`src/rtl/irq_entry_pkg.sv`:
```
package irq_entry_pkg;

   typedef enum logic [2:0] {
      ST_IDLE,
      ST_INT0,
      ST_INT1,
      ST_PUSH_HI,
      ST_PUSH_LO,
      ST_PUSH_P,
      ST_VEC_LO,
      ST_VEC_HI
   } entry_state_t;

   function automatic logic [7:0] bit_mask8(input int unsigned pos);
      logic [7:0] m;
      m = '0;
      m[pos[2:0]] = 1'b1;
      return m;
   endfunction

endpackage

```
`src/rtl/nmi_edge_latch.sv`:
```
module nmi_edge_latch #(
   parameter bit ACTIVE_LOW = 1'b1
) (
   input  logic clk,
   input  logic rst_n,
   input  logic req_line,
   input  logic clr,
   output logic pending
);

   logic act;
   logic act_q;
   logic fall;
   logic pend_q;

   generate
      if (ACTIVE_LOW) begin : g_low
         assign act = ~req_line;
      end else begin : g_high
         assign act = req_line;
      end
   endgenerate

   assign fall = act & ~act_q;

   always_ff @(posedge clk) begin
      if (!rst_n) begin
         act_q  <= 1'b0;
         pend_q <= 1'b0;
      end else begin
         act_q  <= act;
         pend_q <= (pend_q & ~clr) | fall;
      end
   end

   assign pending = pend_q;

   // a single-cycle assertion of the line is never lost
   assert_edge_latched_R1: assert property (@(posedge clk) disable iff (!rst_n)
      (act && !act_q) |=> pending);

   // a clear with no new edge empties the latch
   assert_clear_R9: assert property (@(posedge clk) disable iff (!rst_n)
      (clr && !(act && !act_q)) |=> !pending);

   // a held level does not re-arm the latch
   assert_no_rearm_R1: assert property (@(posedge clk) disable iff (!rst_n)
      (!pending && act_q && act) |=> !pending);

endmodule

```
`src/rtl/irq_level_sampler.sv`:
```
module irq_level_sampler #(
   parameter int unsigned SYNC_STAGES = 1
) (
   input  logic clk,
   input  logic rst_n,
   input  logic line_n,
   output logic level
);

   generate
      if (SYNC_STAGES > 4) begin : g_bad_stages
         $error("irq_level_sampler: SYNC_STAGES must be 0..4");
      end

      if (SYNC_STAGES == 0) begin : g_direct
         assign level = ~line_n;
      end else begin : g_chain
         logic [SYNC_STAGES:0] chain;
         assign chain[0] = ~line_n;
         for (genvar i = 0; i < SYNC_STAGES; i++) begin : g_stage
            always_ff @(posedge clk) begin
               if (!rst_n) chain[i+1] <= 1'b0;
               else        chain[i+1] <= chain[i];
            end
         end
         assign level = chain[SYNC_STAGES];

         // the sampled level is the line delayed by the register chain
         assert_sample_follow_R2: assert property (@(posedge clk) disable iff (!rst_n)
            $past(chain[SYNC_STAGES-1]) == level);
      end
   endgenerate

endmodule

```
`src/rtl/entry_sequencer.sv`:
```
module entry_sequencer
   import irq_entry_pkg::*;
#(
   parameter int unsigned AW          = 16,
   parameter int unsigned DW          = 8,
   parameter logic [7:0]  STACK_PAGE  = 8'h01,
   parameter logic [15:0] NMI_VEC     = 16'hFFFA,
   parameter logic [15:0] IRQ_VEC     = 16'hFFFE,
   parameter int unsigned BREAK_BIT   = 4,
   parameter int unsigned DISABLE_BIT = 2
) (
   input  logic          clk,
   input  logic          rst_n,
   input  logic          start,
   input  logic          start_nmi,
   input  logic          nmi_pend,
   input  logic [AW-1:0] pc_in,
   input  logic [DW-1:0] flags_in,
   input  logic [DW-1:0] sp_in,
   input  logic [DW-1:0] mem_rdata,
   output logic          nmi_clr,
   output logic          busy,
   output logic [AW-1:0] mem_addr,
   output logic [DW-1:0] mem_wdata,
   output logic          mem_we,
   output logic          mem_re,
   output logic          done,
   output logic [AW-1:0] pc_out,
   output logic [DW-1:0] flags_out,
   output logic [DW-1:0] sp_out
);

   localparam logic [DW-1:0] BRK_MASK = DW'(bit_mask8(BREAK_BIT));
   localparam logic [DW-1:0] DIS_MASK = DW'(bit_mask8(DISABLE_BIT));
   localparam logic [AW-1:0] NMI_LO   = AW'(NMI_VEC);
   localparam logic [AW-1:0] NMI_HI   = AW'(NMI_VEC) + AW'(1);
   localparam logic [AW-1:0] IRQ_LO   = AW'(IRQ_VEC);
   localparam logic [AW-1:0] IRQ_HI   = AW'(IRQ_VEC) + AW'(1);

   generate
      if (AW != 2 * DW) begin : g_bad_aw
         $error("entry_sequencer: AW must be twice DW");
      end
      if (DW != 8) begin : g_bad_dw
         $error("entry_sequencer: DW must be 8");
      end
      if (BREAK_BIT >= DW || DISABLE_BIT >= DW || BREAK_BIT == DISABLE_BIT) begin : g_bad_bits
         $error("entry_sequencer: flag bit positions invalid");
      end
   endgenerate

   entry_state_t st, st_nx;
   logic [AW-1:0] pc_q;
   logic [DW-1:0] fl_q;
   logic [DW-1:0] sp_q;
   logic [DW-1:0] vlo_q;
   logic          src_nmi_q;
   logic          vsel_nmi_q;
   logic          vsel_nmi;
   logic          push_cyc;

   assign busy     = (st != ST_IDLE);
   assign push_cyc = (st == ST_PUSH_HI) || (st == ST_PUSH_LO) || (st == ST_PUSH_P);
   assign vsel_nmi = src_nmi_q | nmi_pend;
   assign nmi_clr  = (st == ST_VEC_LO) && nmi_pend;

   always_comb begin
      st_nx = st;
      unique case (st)
         ST_IDLE:    if (start) st_nx = ST_INT0;
         ST_INT0:    st_nx = ST_INT1;
         ST_INT1:    st_nx = ST_PUSH_HI;
         ST_PUSH_HI: st_nx = ST_PUSH_LO;
         ST_PUSH_LO: st_nx = ST_PUSH_P;
         ST_PUSH_P:  st_nx = ST_VEC_LO;
         ST_VEC_LO:  st_nx = ST_VEC_HI;
         ST_VEC_HI:  st_nx = ST_IDLE;
         default:    st_nx = ST_IDLE;
      endcase
   end

   always_comb begin
      mem_addr  = '0;
      mem_wdata = '0;
      mem_we    = 1'b0;
      mem_re    = 1'b0;
      unique case (st)
         ST_PUSH_HI: begin
            mem_addr  = {STACK_PAGE, sp_q};
            mem_wdata = pc_q[AW-1:DW];
            mem_we    = 1'b1;
         end
         ST_PUSH_LO: begin
            mem_addr  = {STACK_PAGE, sp_q};
            mem_wdata = pc_q[DW-1:0];
            mem_we    = 1'b1;
         end
         ST_PUSH_P: begin
            mem_addr  = {STACK_PAGE, sp_q};
            mem_wdata = fl_q & ~BRK_MASK;
            mem_we    = 1'b1;
         end
         ST_VEC_LO: begin
            mem_addr = vsel_nmi ? NMI_LO : IRQ_LO;
            mem_re   = 1'b1;
         end
         ST_VEC_HI: begin
            mem_addr = vsel_nmi_q ? NMI_HI : IRQ_HI;
            mem_re   = 1'b1;
         end
         default: begin
         end
      endcase
   end

   always_ff @(posedge clk) begin
      if (!rst_n) begin
         st         <= ST_IDLE;
         pc_q       <= '0;
         fl_q       <= '0;
         sp_q       <= '0;
         vlo_q      <= '0;
         src_nmi_q  <= 1'b0;
         vsel_nmi_q <= 1'b0;
         done       <= 1'b0;
         pc_out     <= '0;
         flags_out  <= '0;
         sp_out     <= '0;
      end else begin
         st   <= st_nx;
         done <= (st == ST_VEC_HI);
         if (st == ST_IDLE && start) begin
            pc_q      <= pc_in;
            fl_q      <= flags_in;
            sp_q      <= sp_in;
            src_nmi_q <= start_nmi;
         end
         if (push_cyc) begin
            sp_q <= sp_q - DW'(1);
         end
         if (st == ST_VEC_LO) begin
            vlo_q      <= mem_rdata;
            vsel_nmi_q <= vsel_nmi;
         end
         if (st == ST_VEC_HI) begin
            pc_out    <= {mem_rdata, vlo_q};
            flags_out <= fl_q | DIS_MASK;
            sp_out    <= sp_q;
         end
      end
   end

   // the walk begins only after an accepted start
   assert_start_on_boundary_R3: assert property (@(posedge clk) disable iff (!rst_n)
      (st == ST_INT0) |-> $past(start));

   // consecutive pushes step down one byte within the stack page
   assert_stack_step_R5: assert property (@(posedge clk) disable iff (!rst_n)
      (mem_we && $past(mem_we)) |->
         (mem_addr[DW-1:0] == $past(mem_addr[DW-1:0]) - DW'(1)) &&
         (mem_addr[AW-1:DW] == STACK_PAGE));

   // the high vector byte follows the low one at the next address
   assert_vec_order_R7: assert property (@(posedge clk) disable iff (!rst_n)
      (st == ST_VEC_HI) |-> mem_re && (mem_addr == $past(mem_addr) + AW'(1)));

   // the done pulse follows the last vector read
   assert_done_after_fetch_R8: assert property (@(posedge clk) disable iff (!rst_n)
      done |-> ($past(st) == ST_VEC_HI) && !busy);

   // a non-maskable entry still holds its latch when the fetch begins
   assert_src_pending_R9: assert property (@(posedge clk) disable iff (!rst_n)
      (st == ST_VEC_LO && src_nmi_q) |-> nmi_pend);

   // write and read strobes never overlap
   assert_bus_excl_R5: assert property (@(posedge clk) disable iff (!rst_n)
      !(mem_we && mem_re));

endmodule

```
`src/rtl/irq_entry_seq.sv`:
```
module irq_entry_seq #(
   parameter int unsigned IRQ_SYNC = 1,
   parameter logic [15:0] NMI_VEC  = 16'hFFFA,
   parameter logic [15:0] IRQ_VEC  = 16'hFFFE
) (
   input  logic        clk,
   input  logic        rst_n,
   input  logic        nmi_n,
   input  logic        irq_n,
   input  logic        insn_done,
   input  logic        iflag_in,
   input  logic [15:0] pc_in,
   input  logic [7:0]  flags_in,
   input  logic [7:0]  sp_in,
   input  logic [7:0]  mem_rdata,
   output logic [15:0] mem_addr,
   output logic [7:0]  mem_wdata,
   output logic        mem_we,
   output logic        mem_re,
   output logic        busy,
   output logic        done,
   output logic [15:0] pc_out,
   output logic [7:0]  flags_out,
   output logic [7:0]  sp_out
);

   logic nmi_pend;
   logic nmi_clr;
   logic irq_lvl;
   logic take_irq;
   logic start;

   nmi_edge_latch #(.ACTIVE_LOW(1'b1)) u_nmi (
      .clk     (clk),
      .rst_n   (rst_n),
      .req_line(nmi_n),
      .clr     (nmi_clr),
      .pending (nmi_pend)
   );

   irq_level_sampler #(.SYNC_STAGES(IRQ_SYNC)) u_irq (
      .clk   (clk),
      .rst_n (rst_n),
      .line_n(irq_n),
      .level (irq_lvl)
   );

   assign take_irq = irq_lvl & ~iflag_in;
   assign start    = insn_done & ~busy & (nmi_pend | take_irq);

   entry_sequencer #(
      .AW         (16),
      .DW         (8),
      .STACK_PAGE (8'h01),
      .NMI_VEC    (NMI_VEC),
      .IRQ_VEC    (IRQ_VEC),
      .BREAK_BIT  (4),
      .DISABLE_BIT(2)
   ) u_seq (
      .clk       (clk),
      .rst_n     (rst_n),
      .start     (start),
      .start_nmi (nmi_pend),
      .nmi_pend  (nmi_pend),
      .pc_in     (pc_in),
      .flags_in  (flags_in),
      .sp_in     (sp_in),
      .mem_rdata (mem_rdata),
      .nmi_clr   (nmi_clr),
      .busy      (busy),
      .mem_addr  (mem_addr),
      .mem_wdata (mem_wdata),
      .mem_we    (mem_we),
      .mem_re    (mem_re),
      .done      (done),
      .pc_out    (pc_out),
      .flags_out (flags_out),
      .sp_out    (sp_out)
   );

   // an entry begins only from a boundary with an admissible request
   assert_entry_cause_R3: assert property (@(posedge clk) disable iff (!rst_n)
      $rose(busy) |-> $past(insn_done) && ($past(nmi_pend) || ($past(irq_lvl) && !$past(iflag_in))));

   // a masked request with no non-maskable one starts nothing
   assert_mask_R2: assert property (@(posedge clk) disable iff (!rst_n)
      (!busy && iflag_in && !nmi_pend) |=> !busy);

   // the latch is cleared only by the first vector read
   assert_clear_point_R9: assert property (@(posedge clk) disable iff (!rst_n)
      nmi_clr |-> mem_re && busy);

endmodule

```
`config.mk`:
```
export PLATFORM = sky130hd
export DESIGN_NAME = irq_entry_seq
export DESIGN_NICKNAME = d
export VERILOG_FILES = /design/src/rtl/irq_entry_pkg.sv /design/src/rtl/nmi_edge_latch.sv /design/src/rtl/irq_level_sampler.sv /design/src/rtl/entry_sequencer.sv /design/src/rtl/irq_entry_seq.sv
export SDC_FILE = /design/constraint.sdc
export NUM_CORES = 1
export LEC_CHECK = 0
export BUFFER_PORTS_ARGS = -buffer_cell sky130_fd_sc_hd__buf_4
export CAP_MARGIN = 40
export CORE_MARGIN = 2
export CORE_UTILIZATION = 45
export DETAILED_ROUTE_END_ITERATION = 6
export PLACE_DENSITY = 0.75
export SLEW_MARGIN = 30
export SYNTH_ARGS = -nofsm -noshare
export SYNTH_HDL_FRONTEND = slang
export SYNTH_SLANG_ARGS = --single-unit
```
`constraint.sdc`:
```
create_clock -name clk -period 1.7 [get_ports clk]
set_input_delay 0.085 -clock clk [delete_from_list [all_inputs] [get_ports clk]]
set_output_delay 0.085 -clock clk [all_outputs]
set_load 0.03 [all_outputs]
```
-- Yosys cells after proc, flatten, opt, wreduce, memory -nomap -nowiden
Cells that the tools add are included.
W data, S select, Z words.
- eq/ne operators: 8
- reduce and logical (&&, ||, !) cells: 9
- multiplexer cells: 10
- add/subtract/negate cells: 1
- bitwise logic cells: 14
- operators with widths (operator ; number):
    $pmux W16 S3 ; 1
    $pmux W3 S8 ; 1
    $pmux W8 S3 ; 1
    $mux W8 ; 2
    $eq A3 B3 Y1 const B ; 4
    $mux W3 ; 3
    $sub A8 B1 Y8 const B ; 1
    $eq A3 B2 Y1 const B ; 2
    $not A1 Y1 ; 6
    $and A1 B1 Y1 ; 5
    $eq A3 B1 Y1 const B ; 1
    $logic_not A3 Y1 ; 1
    $or A1 B1 Y1 ; 3
    $reduce_bool A3 Y1 ; 1
    $reduce_or A3 Y1 ; 1
    $logic_and A1 B1 Y1 ; 2
    $logic_or A1 B1 Y1 ; 2
    $mux W1 ; 2
    $ne A2 B1 Y1 const B ; 1
    $reduce_bool A2 Y1 ; 1
    $reduce_or A2 Y1 ; 1
- output and inout port bits: 60
- logic and storage cells: 56
- bits in registers: 81

-- Longest topological paths before layout
Gate-level depths: netlist of run 1.
- word-level depth: 7
- depth in mapped cells: 8
- mapped depth without buffers: 7

-- By module
A second synthesis of run 1 with hierarchy kept.
- cells, all modules: 351
- area, all modules: 3180.6 µm²
- by module, submodules not included (module ; cells each ; instances ; area each (µm²) ; sequential area each (µm²)):
    entry_sequencer ; 340 ; 1 ; 3062.9 ; 1561.5
    nmi_edge_latch ; 6 ; 1 ; 63.8 ; 40.0
    irq_level_sampler ; 2 ; 1 ; 33.8 ; 20.0
    irq_entry_seq ; 3 ; 1 ; 20.0 ; 0.0

-- Least setup slack after synthesis of run 1
No wires, ideal clock.
- kind: flip-flop to output port
- from: reg u_seq.st[0]
- to: out mem_addr[2]
- buffers on the path: 1
- stages on the path, launching flop included: 8
- setup slack: -0.476 ns
- data required time: 1.615 ns
- arrival time: 2.091 ns
- cells stage by stage: dfxtp_1 > inv_1 > ha_1 > nor3b_2 > or2_2 > buf_2 > clkinv_1 > a221o_1
- word-level cells in the longest chain between the ends: 3
- elaborated cells between the ends (all ways): 7
- those cells by class: eq/ne (5); mux (1); reduce/logical (1)
- ends and longest elaborated chain (item ; line ; source):
    from (decl) ; entry_sequencer.sv:52 ; entry_state_t st, st_nx;
    from (signal assigned) ; entry_sequencer.sv:130 ; st <= st_nx;
    $eq A3 B3 Y1 / $eq A3 B2 Y1 (equally long branches) ; entry_sequencer.sv:87 ; unique case (st)
    $reduce_or A3 Y1 (no source line) ; - ;
    $pmux W16 S3 * ; entry_sequencer.sv:87 ;
    to (decl) ; irq_entry_seq.sv:16 ; output logic [15:0] mem_addr,
Mark *: on every way between the ends. The rest lies on a longest branch, timed or not.

-- Worst setup path after layout of run 1
- from: reg u_seq.st[1]
- to: out mem_addr[2]
The elaborated chain is that of the path after synthesis.

==> impl_metrics.toml, run 1 <==
[outcome]
status = "finished, violations left"
violations = "negative setup slack"

[sta]
finClkSkew_ps = 7.12
timing.final.crit_share = 1.14
tns_ps = -2170
slew_headroom = 0.592
hold_viol = 0
fmax_mhz = 515
setup_viol = 20
finalWorstSetupSlack_ps = -241
finalCriticalPeriod_ps = 1940
tightest_slew_ps = 606
rsz0062_at_grt = "yes"
drv_slew = 0
hold_ws_ps = 11.2

[global_route]
busiest_layer = "met2"
grt_max_degree = 32
grt_pass1_vias = 3302
grtUsageMet3 = 0.0394
grt.met2_usage = 0.403
gr-usage-met1 = 0.303
antenna_found_initial = 0
grt_usage = 0.236
gr-total-overflow = 0
grt_pass1_wl_microns = 15600

[die]
row_count = 31
fp.dieH_microns = 89.7
start_util = 0.461
dieWidth_microns = 89.7
ios = 106
core_sq_um = 7180
die_area_sq_um = 8050

[job]
drv_cap = 0

[synthesis]
yosysTopAreaCellShare = 0.490
synthFlopType = "dfxtp_1"
syn_area_per_cell_sq_um = 7.73
ys_types = 39
async_reset_ff_frac = 0
synth_edf_count = 0
yosysWarnings = 0
yosys.area.top_type = "dfxtp_1"
synth_common_cells = "nand2_1, dfxtp_1, a21oi_1"
syn_inst = 428
ys_ff_latch = 81
ys_seq_area_frac = 0.490
synth_most_common_cell = "nand2_1"
synthTopCellsByArea = "dfxtp_1, nand2_1, a21oi_1, clkbuf_1, a22oi_1"
synth_area_sq_um = 3310
syn-num-nets = 479

[clock_tree]
root_buffer = "clkbuf_8"
clock-sinks = 81
clockBufferDepth = 2
h-tree-depth = 3
numCtsBuffers = 9
clk_latency_ps = 340
clk_pin_slew_ps = 80
tritoncts = "built"

[route]
first_pass_iters = 4
ant_nets = 0
wl_per_cell_microns = 14.2
drt_first_iter_violations = 164
avgViaCountPerCell = 5.06
drt_wl_total_microns = 9580
num_vias = 3400
drc = 0

[worst_setup_path]
rrSetupSlack_ps = -40
slowest_stage = "dfxtp_4"
start_kind = "flip-flop"
endpoint = "mem_addr[2]"
path_class = "flip-flop to output pin"
crit_path_cell_trace = "inv_4 > ha_4 > nor3b_4 > or2_4 > clkinv_4 > a221o_2 > buf_6"
end_kind = "output pin"
reg2reg_depth = 8
crit_path_start = "u_seq.st[1]$_SDFFE_PN0P_"
worstReg2RegStart = "u_seq.st[0]$_SDFFE_PN0P_"
cp_max_fo = 3
max_stage_delay_ps = 380
cp_data_required_time_ps = 1620
critPathTopFamily = "simple AND/OR/NAND/NOR gates"
crit_cells = 7
worstPathArrival_ps = 1860
rr_endpoint = "u_seq.sp_q[7]$_SDFFE_PN0P_"
path_buf_inv = 3

[cells_and_area]
utilization = 0.706
drive_gt1_frac = 0.316
nets = 621
diodes = 0
area_growth_pct = 53.2
stdcell_count = 672

[worst_hold_path]
min-delay-path-class = "input port to flip-flop"
hp-start = "mem_rdata[2]"

[place]
dp_cells = 619
gp_congestion = 0.834
dp_hpwl_microns = 6180
place_ws_ps = -129
port_buffers = 105

[power]
leakagePower_nw = 2.07
peakVddDrop_mv = 0.791
power_density_nw_per_um2 = 948
## power breakdown
group | internal (W) | switching (W) | leakage [nW] | total, W
Sequential | 0.00204 | 0.000165 | 0.657 | 0.00220
Combinational | 0.000680 | 0.000722 | 1.33 | 0.00140
Clock | 0.000514 | 0.000686 | 0.0774 | 0.00120
## how the worst min path moves through the flow
| stage | end | slack (ps) | cells past startpoint |
|---|---|---|---|
| 2_1_floorplan | u_irq.level$_SDFF_PN0_ | 160 | 1 |
| 5_1_grt | u_seq.pc_out[10]$_SDFFE_PN0N_ | 10 | 3 |
| 6_report | u_seq.pc_out[10]$_SDFFE_PN0N_ | 10 | 3 |
| 3_5_place_dp | u_irq.level$_SDFF_PN0_ | 250 | 2 |
| 4_1_cts | u_seq.pc_out[10]$_SDFFE_PN0N_ | 4 | 3 |
| 3_3_place_gp | u_irq.level$_SDFF_PN0_ | 240 | 2 |
## cell type report
type	instances	area [sq um]
Tap cell	99	124
Inverter	11	51.3
Sequential cell	81	1630
Clock buffer	9	124
Clock inverter	5	33.8
Multi-Input combinational cell	302	1660
Fill cell	588	2110
Timing Repair Buffer	165	1440
## sequential cells by signal, summed over array words and instances, names as in the netlist
signal            flops
u_seq.pc_q           16
u_irq.level           1
u_seq.sp_out          8
u_seq.done            1
u_seq.flags_out       8
u_seq.fl_q            8
u_nmi.pending         1
u_seq.src_nmi_q       1
u_nmi.act_q           1
u_seq.pc_out         16
u_seq.vlo_q           8
u_seq.sp_q            8
u_seq.vsel_nmi_q      1
u_seq.st              3
## layer usage
layer / part of all wire / wire [microns]
met5: 0 / 0
met4: 0.010 / 100
met3: 0.039 / 378
met2: 0.50 / 4820
met1: 0.45 / 4280
## cell families (layout without fill, tap and decap cells)
family	count (synthesis)	after routing	synth area share
multiplexers	1	1	0.00303
AND/OR/NAND/NOR	180	180	0.220
flip-flops	81	81	0.490
buffers and inverters	45	190	0.0598
AO/OA/AOI/OAI	116	116	0.208
adder cells (fa/ha/maj)	5	5	0.0189
## per-stage QoR
step           power [W]  instance area (sq um)
2_1_floorplan    0.00284                   3330
3_3_place_gp     0.00326                   4290
3_5_place_dp     0.00328                   4290
4_1_cts          0.00463                   4890
5_1_grt          0.00504                   5070
6_report         0.00480                   5070
## worst reg2reg max path: cells and delay by family (launching register included)
kind,cells,cell delay [ps]
and+or+nand+nor,2,490
DFF,1,380
buffers and inverters,3,350
AOI/OAI and AO/OA,2,270
adders and majority gates,1,150
## timing repair
item                                   CTS  global route
resized for setup                       26            37
hold buffers                            33             1
buffers inserted                         4             2
pin swaps                                5            11
endpoints found under the hold margin   36             1
setup endpoints to repair               33            53
## cells in the final DEF, fill, tap and decap left out, types with 2 or more instances in the layout
cell type	count
nand2_1	150
buf_4	109
dfxtp_1	79
a21oi_1	73
dlygate4sd3_1	34
buf_6	18
nor2_1	9
clkbuf_8	9
inv_1	7
a22oi_2	5
o211ai_1	5
a22oi_1	4
o21ai_0	4
a21o_1	4
buf_12	4
nor2_4	3
nor3_1	3
a32oi_1	3
ha_4	3
inv_4	2
nor2b_4	2
and2_4	2
and2_1	2
a211oi_1	2
ha_1	2
clkinvlp_4	2
clkinv_2	2
dfxtp_4	2
Power figures use the tool's default switching activity.
==> inputs of run 2 (changes only) <==
--- a/config.mk
+++ b/config.mk
@@ -8,9 +8,9 @@
 export BUFFER_PORTS_ARGS = -buffer_cell sky130_fd_sc_hd__buf_4
 export CAP_MARGIN = 40
 export CORE_MARGIN = 2
-export CORE_UTILIZATION = 45
+export CORE_UTILIZATION = 35
 export DETAILED_ROUTE_END_ITERATION = 6
-export PLACE_DENSITY = 0.75
+export PLACE_DENSITY = 0.62
 export SLEW_MARGIN = 30
 export SYNTH_ARGS = -nofsm -noshare
 export SYNTH_HDL_FRONTEND = slang
==> impl_metrics.toml, run 2 (synthesized netlist as in run 1, its figures left out) <==
[cells_and_area]
area_growth_pct = 54.3
final_area_sq_um = 5100
drive_gt1_frac = 0.330
final_cell_mix = "nand2_1, buf_4, dfxtp_1, a21oi_1, dlygate4sd3_1"
nets = 625
diodes = 0
final_common_cell = "nand2_1"
reg_top3 = "u_seq.pc_out: 16 flops, u_seq.pc_q: 16 flops"

[power]
power_density_nw_per_um2 = 977
leakagePower_nw = 2.10
peakVddDrop_mv = 0.641

[sta]
setup_viol = 26
hold_viol = 0
drv_slew = 0
tns_ps = -2570
tightest_slew_ps = 519
finClkSkew_ps = 7.09
finalWorstSetupSlack_ps = -208
timing.final.crit_share = 1.12
fmax_mhz = 524
rsz0062_at_grt = "yes"
slew_headroom = 0.651
finalCriticalPeriod_ps = 1910

[global_route]
grt_pass1_vias = 3160
grt_max_degree = 43
gr-total-overflow = 0
grt_pass1_wl_microns = 15100
antenna_found_initial = 0
grt_usage = 0.185

[die]
start_util = 0.360
row_count = 35
fp.dieH_microns = 101
die_area_sq_um = 10200
ios = 106
core_sq_um = 9200
dieWidth_microns = 101

[worst_setup_path]
worstReg2RegStart = "u_seq.st[0]$_SDFFE_PN0P_"
cp_data_required_time_ps = 1620
end_kind = "output pin"
path_class = "flip-flop to output pin"
crit_path_start = "u_seq.st[1]$_SDFFE_PN0P_"
start_kind = "flip-flop"
worstPathArrival_ps = 1820
cp_max_fo = 3

[clock_tree]
clk_latency_ps = 340
clock-sinks = 81
h-tree-depth = 3
root_buffer = "clkbuf_8"
clk_pin_slew_ps = 80
clockBufferDepth = 2
tritoncts = "built"
numCtsBuffers = 9

[outcome]
violations = "negative setup slack"
status = "finished, violations left"

[job]
drv_cap = 0

[worst_hold_path]
min-delay-path-class = "input port to flip-flop"
hp-start = "sp_in[6]"

[route]
drt_first_iter_violations = 146
first_pass_iters = 4
drt_wl_total_microns = 9800
wl_per_cell_microns = 14.2
drc = 0
num_vias = 3401
ant_nets = 0
avgViaCountPerCell = 4.93

[place]
dpl_cell_area_sq_um = 4280
port_buffers = 105
dp_hpwl_microns = 6410
gp_congestion = 0.839
==> run 2: path summary, 6_finish.rpt <==
| path | depth (start not counted) | end | slack, ps |
|---|---|---|---|
| hold reg to reg | 2 | u_seq.pc_out[5]$_SDFFE_PN0N_ | 450 |
| setup reg to reg | 6 | u_seq.sp_q[4]$_SDFFE_PN0P_ | -60 |
| hold / removal | 3 | u_seq.sp_q[6]$_SDFFE_PN0P_ | 30 |
| setup / recovery | 7 | mem_addr[2] | -210 |
==> run 2: area by class of cell <==
cell class	instances	area, sq um
Clock inverter	4	35.0
Sequential cell	81	1630
Fill cell	870	4100
Tap cell	111	139
Multi-Input combinational cell	302	1670
Timing Repair Buffer	169	1430
Clock buffer	12	155
Inverter	11	51.3
==> run 2: metal layers <==
layer  wire, microns  global-route usage  vias to the layer above
li1                -                   -                     1726
met1            4490               0.243                     1554
met2            4710               0.304                      105
met3             418              0.0290                       16
met4             177              0.0811                        0
met5               0                   0                        -
==> run 2: critical path, cell delays in order (launching register included) <==
cell,delay (ps)
dfxtp_4,380
inv_4,50
ha_4,160
nor3b_4,190
or2_4,170
clkinv_4,50
a221o_2,350
buf_6,140
==> run 2: per-stage QoR <==
stage | power (W) | utilization | setup slack, ps | hold slack, ps | std cells
final | 0.00498 | 0.555 | -208 | 25.5 | 690
after global routing | 0.00525 | 0.555 | -280 | 7.12 | 690
after CTS | 0.00484 | 0.538 | -235 | 0.933 | 687
after detailed placement | 0.00331 | 0.466 | -99.9 | 248 | 633
after global placement | 0.00329 | 0.466 | -70.6 | 242 | 633
after floorplan | 0.00284 | - | -74.4 | 157 | 428
==> run 2: where the power goes <==
part	switching (W)	total [W]	internal (W)
Combinational	0.000745	0.00145	0.000707
Clock	0.000721	0.00135	0.000628
Sequential	0.000147	0.00218	0.00204
Total	0.00161	0.00498	0.00337
==> run 2: repair_timing <==
item                       CTS  global route
cloned                       0             2
pin swaps                    5            17
hold buffers                35             0
setup endpoints to repair   33            60
gates resized for setup     31            28
hold endpoints to repair    42             0
buffers inserted             3             1
==> inputs of run 3 (changes only) <==
--- a/config.mk
+++ b/config.mk
@@ -9,6 +9,7 @@
 export CAP_MARGIN = 40
 export CORE_MARGIN = 2
 export CORE_UTILIZATION = 35
+export CTS_BUF_LIST = sky130_fd_sc_hd__clkbuf_8
 export DETAILED_ROUTE_END_ITERATION = 6
 export PLACE_DENSITY = 0.62
 export SLEW_MARGIN = 30
==> impl_metrics.toml, run 3 (synthesized netlist as in run 1, its figures left out) <==
[worst_setup_path]
worstPathArrival_ps = 1830
crit_path_cell_trace = "inv_4 > ha_4 > nor3b_4 > or2_4 > clkinv_4 > a221o_2 > buf_6"
path_class = "flip-flop to output pin"
cp_max_fo = 3
cp_data_required_time_ps = 1620
end_kind = "output pin"
max_stage_delay_ps = 380
start_kind = "flip-flop"
path_buf_inv = 3
slowest_stage = "dfxtp_4"
critPathTopFamily = "flip-flops"

[cells_and_area]
stdcell_count = 690
final_area_sq_um = 5100
final_common_cell = "nand2_1"
num-fill-cells = 870
final_cell_mix = "nand2_1, buf_4, dfxtp_1, a21oi_1, dlygate4sd3_1"
area_growth_pct = 54.3
diodes = 0
drive_gt1_frac = 0.330
reg_top3 = "u_seq.pc_out: 16 flops, u_seq.pc_q: 16 flops"
nets = 625

[route]
ant_nets = 0
num_vias = 3408
drc = 0
wl_per_cell_microns = 14.2
drt_wl_total_microns = 9810
avgViaCountPerCell = 4.94
drt_first_iter_violations = 146
first_pass_iters = 4

[sta]
finClkSkew_ps = 7.09
rsz0062_at_grt = "yes"
fmax_mhz = 523
slew_headroom = 0.658
tns_ps = -2660
finalCriticalPeriod_ps = 1910
setup_viol = 28
timing.final.crit_share = 1.12
drv_slew = 0
tightest_slew_ps = 507
finalWorstSetupSlack_ps = -210
hold_viol = 0

[place]
place_ws_ps = -99.9
dpl_cell_area_sq_um = 4280
dp_hpwl_microns = 6410
dp_cells = 633
gp_congestion = 0.839
port_buffers = 105

[clock_tree]
clock-sinks = 81
tritoncts = "built"
numCtsBuffers = 9
clockBufferDepth = 2
root_buffer = "clkbuf_8"
clk_pin_slew_ps = 80
clk_latency_ps = 340
h-tree-depth = 3

[die]
row_count = 35
ios = 106
core_sq_um = 9200
fp.dieH_microns = 101
die_area_sq_um = 10200
dieWidth_microns = 101
start_util = 0.360

[outcome]
violations = "negative setup slack"
status = "finished, violations left"

[global_route]
gr-total-overflow = 0
grt.met2_usage = 0.304
antenna_found_initial = 0
gr-usage-met1 = 0.243
grt_pass1_wl_microns = 15100
grtUsageMet3 = 0.0290
grt_max_degree = 43
busiest_layer = "met2"
grt_usage = 0.185
grt_pass1_vias = 3160

[worst_hold_path]
min-delay-path-class = "input port to flip-flop"

[power]
peakVddDrop_mv = 0.641
power_density_nw_per_um2 = 976
leakagePower_nw = 2.10
power_w = 0.00498

[job]
drv_cap = 0
-- run 3: cell count changes in the layout (fill, tap and decap cells not counted), sizes merged --
cell    change
inv         +1
clkbuf      -1
-- run 3: what timing repair did --
item / CTS / global route
pin swaps: 5 / 17
cloned: 0 / 2
setup endpoints to repair: 33 / 60
hold buffers: 35 / 0
resized for setup: 31 / 28
hold endpoints to repair: 42 / 0
setup buffers: 3 / 1
-- run 3: final cells by class --
type	count	area [sq um]	share of cell area
inverters	11	51.3	0.0101
flip-flops and latches	81	1630	0.319
clock buffers	11	151	0.0297
clock inverters	5	38.8	0.00760
multi-input cells	302	1670	0.327
repair buffers	169	1430	0.279
well taps	111	139	0.0272
-- run 3: final timing paths --
kind	from	endpoint	slack [ps]	cells after the start
hold / removal	sp_in[6]	u_seq.sp_q[6]$_SDFFE_PN0P_	20	3
setup / recovery	u_seq.st[1]$_SDFFE_PN0P_	mem_addr[2]	-210	7
setup reg to reg	u_seq.st[0]$_SDFFE_PN0P_	u_seq.sp_q[4]$_SDFFE_PN0P_	-60	6
hold reg to reg	u_seq.vlo_q[5]$_SDFFE_PN0P_	u_seq.pc_out[5]$_SDFFE_PN0N_	450	2
-- run 3: metal layers --
| metal | wire length [microns] | part of all wire | vias to the layer above |
|---|---|---|---|
| li1 | - | - | 1725 |
| met4 | 176 | 0.018 | 0 |
| met5 | 0 | 0 | - |
| met3 | 378 | 0.039 | 16 |
| met1 | 4540 | 0.46 | 1557 |
| met2 | 4720 | 0.48 | 110 |
-- run 3: stage by stage --
step,utilization,hold slack (ps)
finish,0.555,20.8
global route,0.555,7.12
CTS,0.538,0.933
detailed placement,0.466,248
global placement,0.466,242
floorplan,-,157
-- run 3: worst min-delay path: stages --
cell and delay [ps]:
buf_4 80, a32oi_1 50, a21oi_1 120
-- run 3: report_power, final --
part | leakage, nW | switching [W] | internal, W
clock network | 0.102 | 0.000724 | 0.000622
logic | 1.34 | 0.000742 | 0.000707
registers | 0.657 | 0.000147 | 0.00204
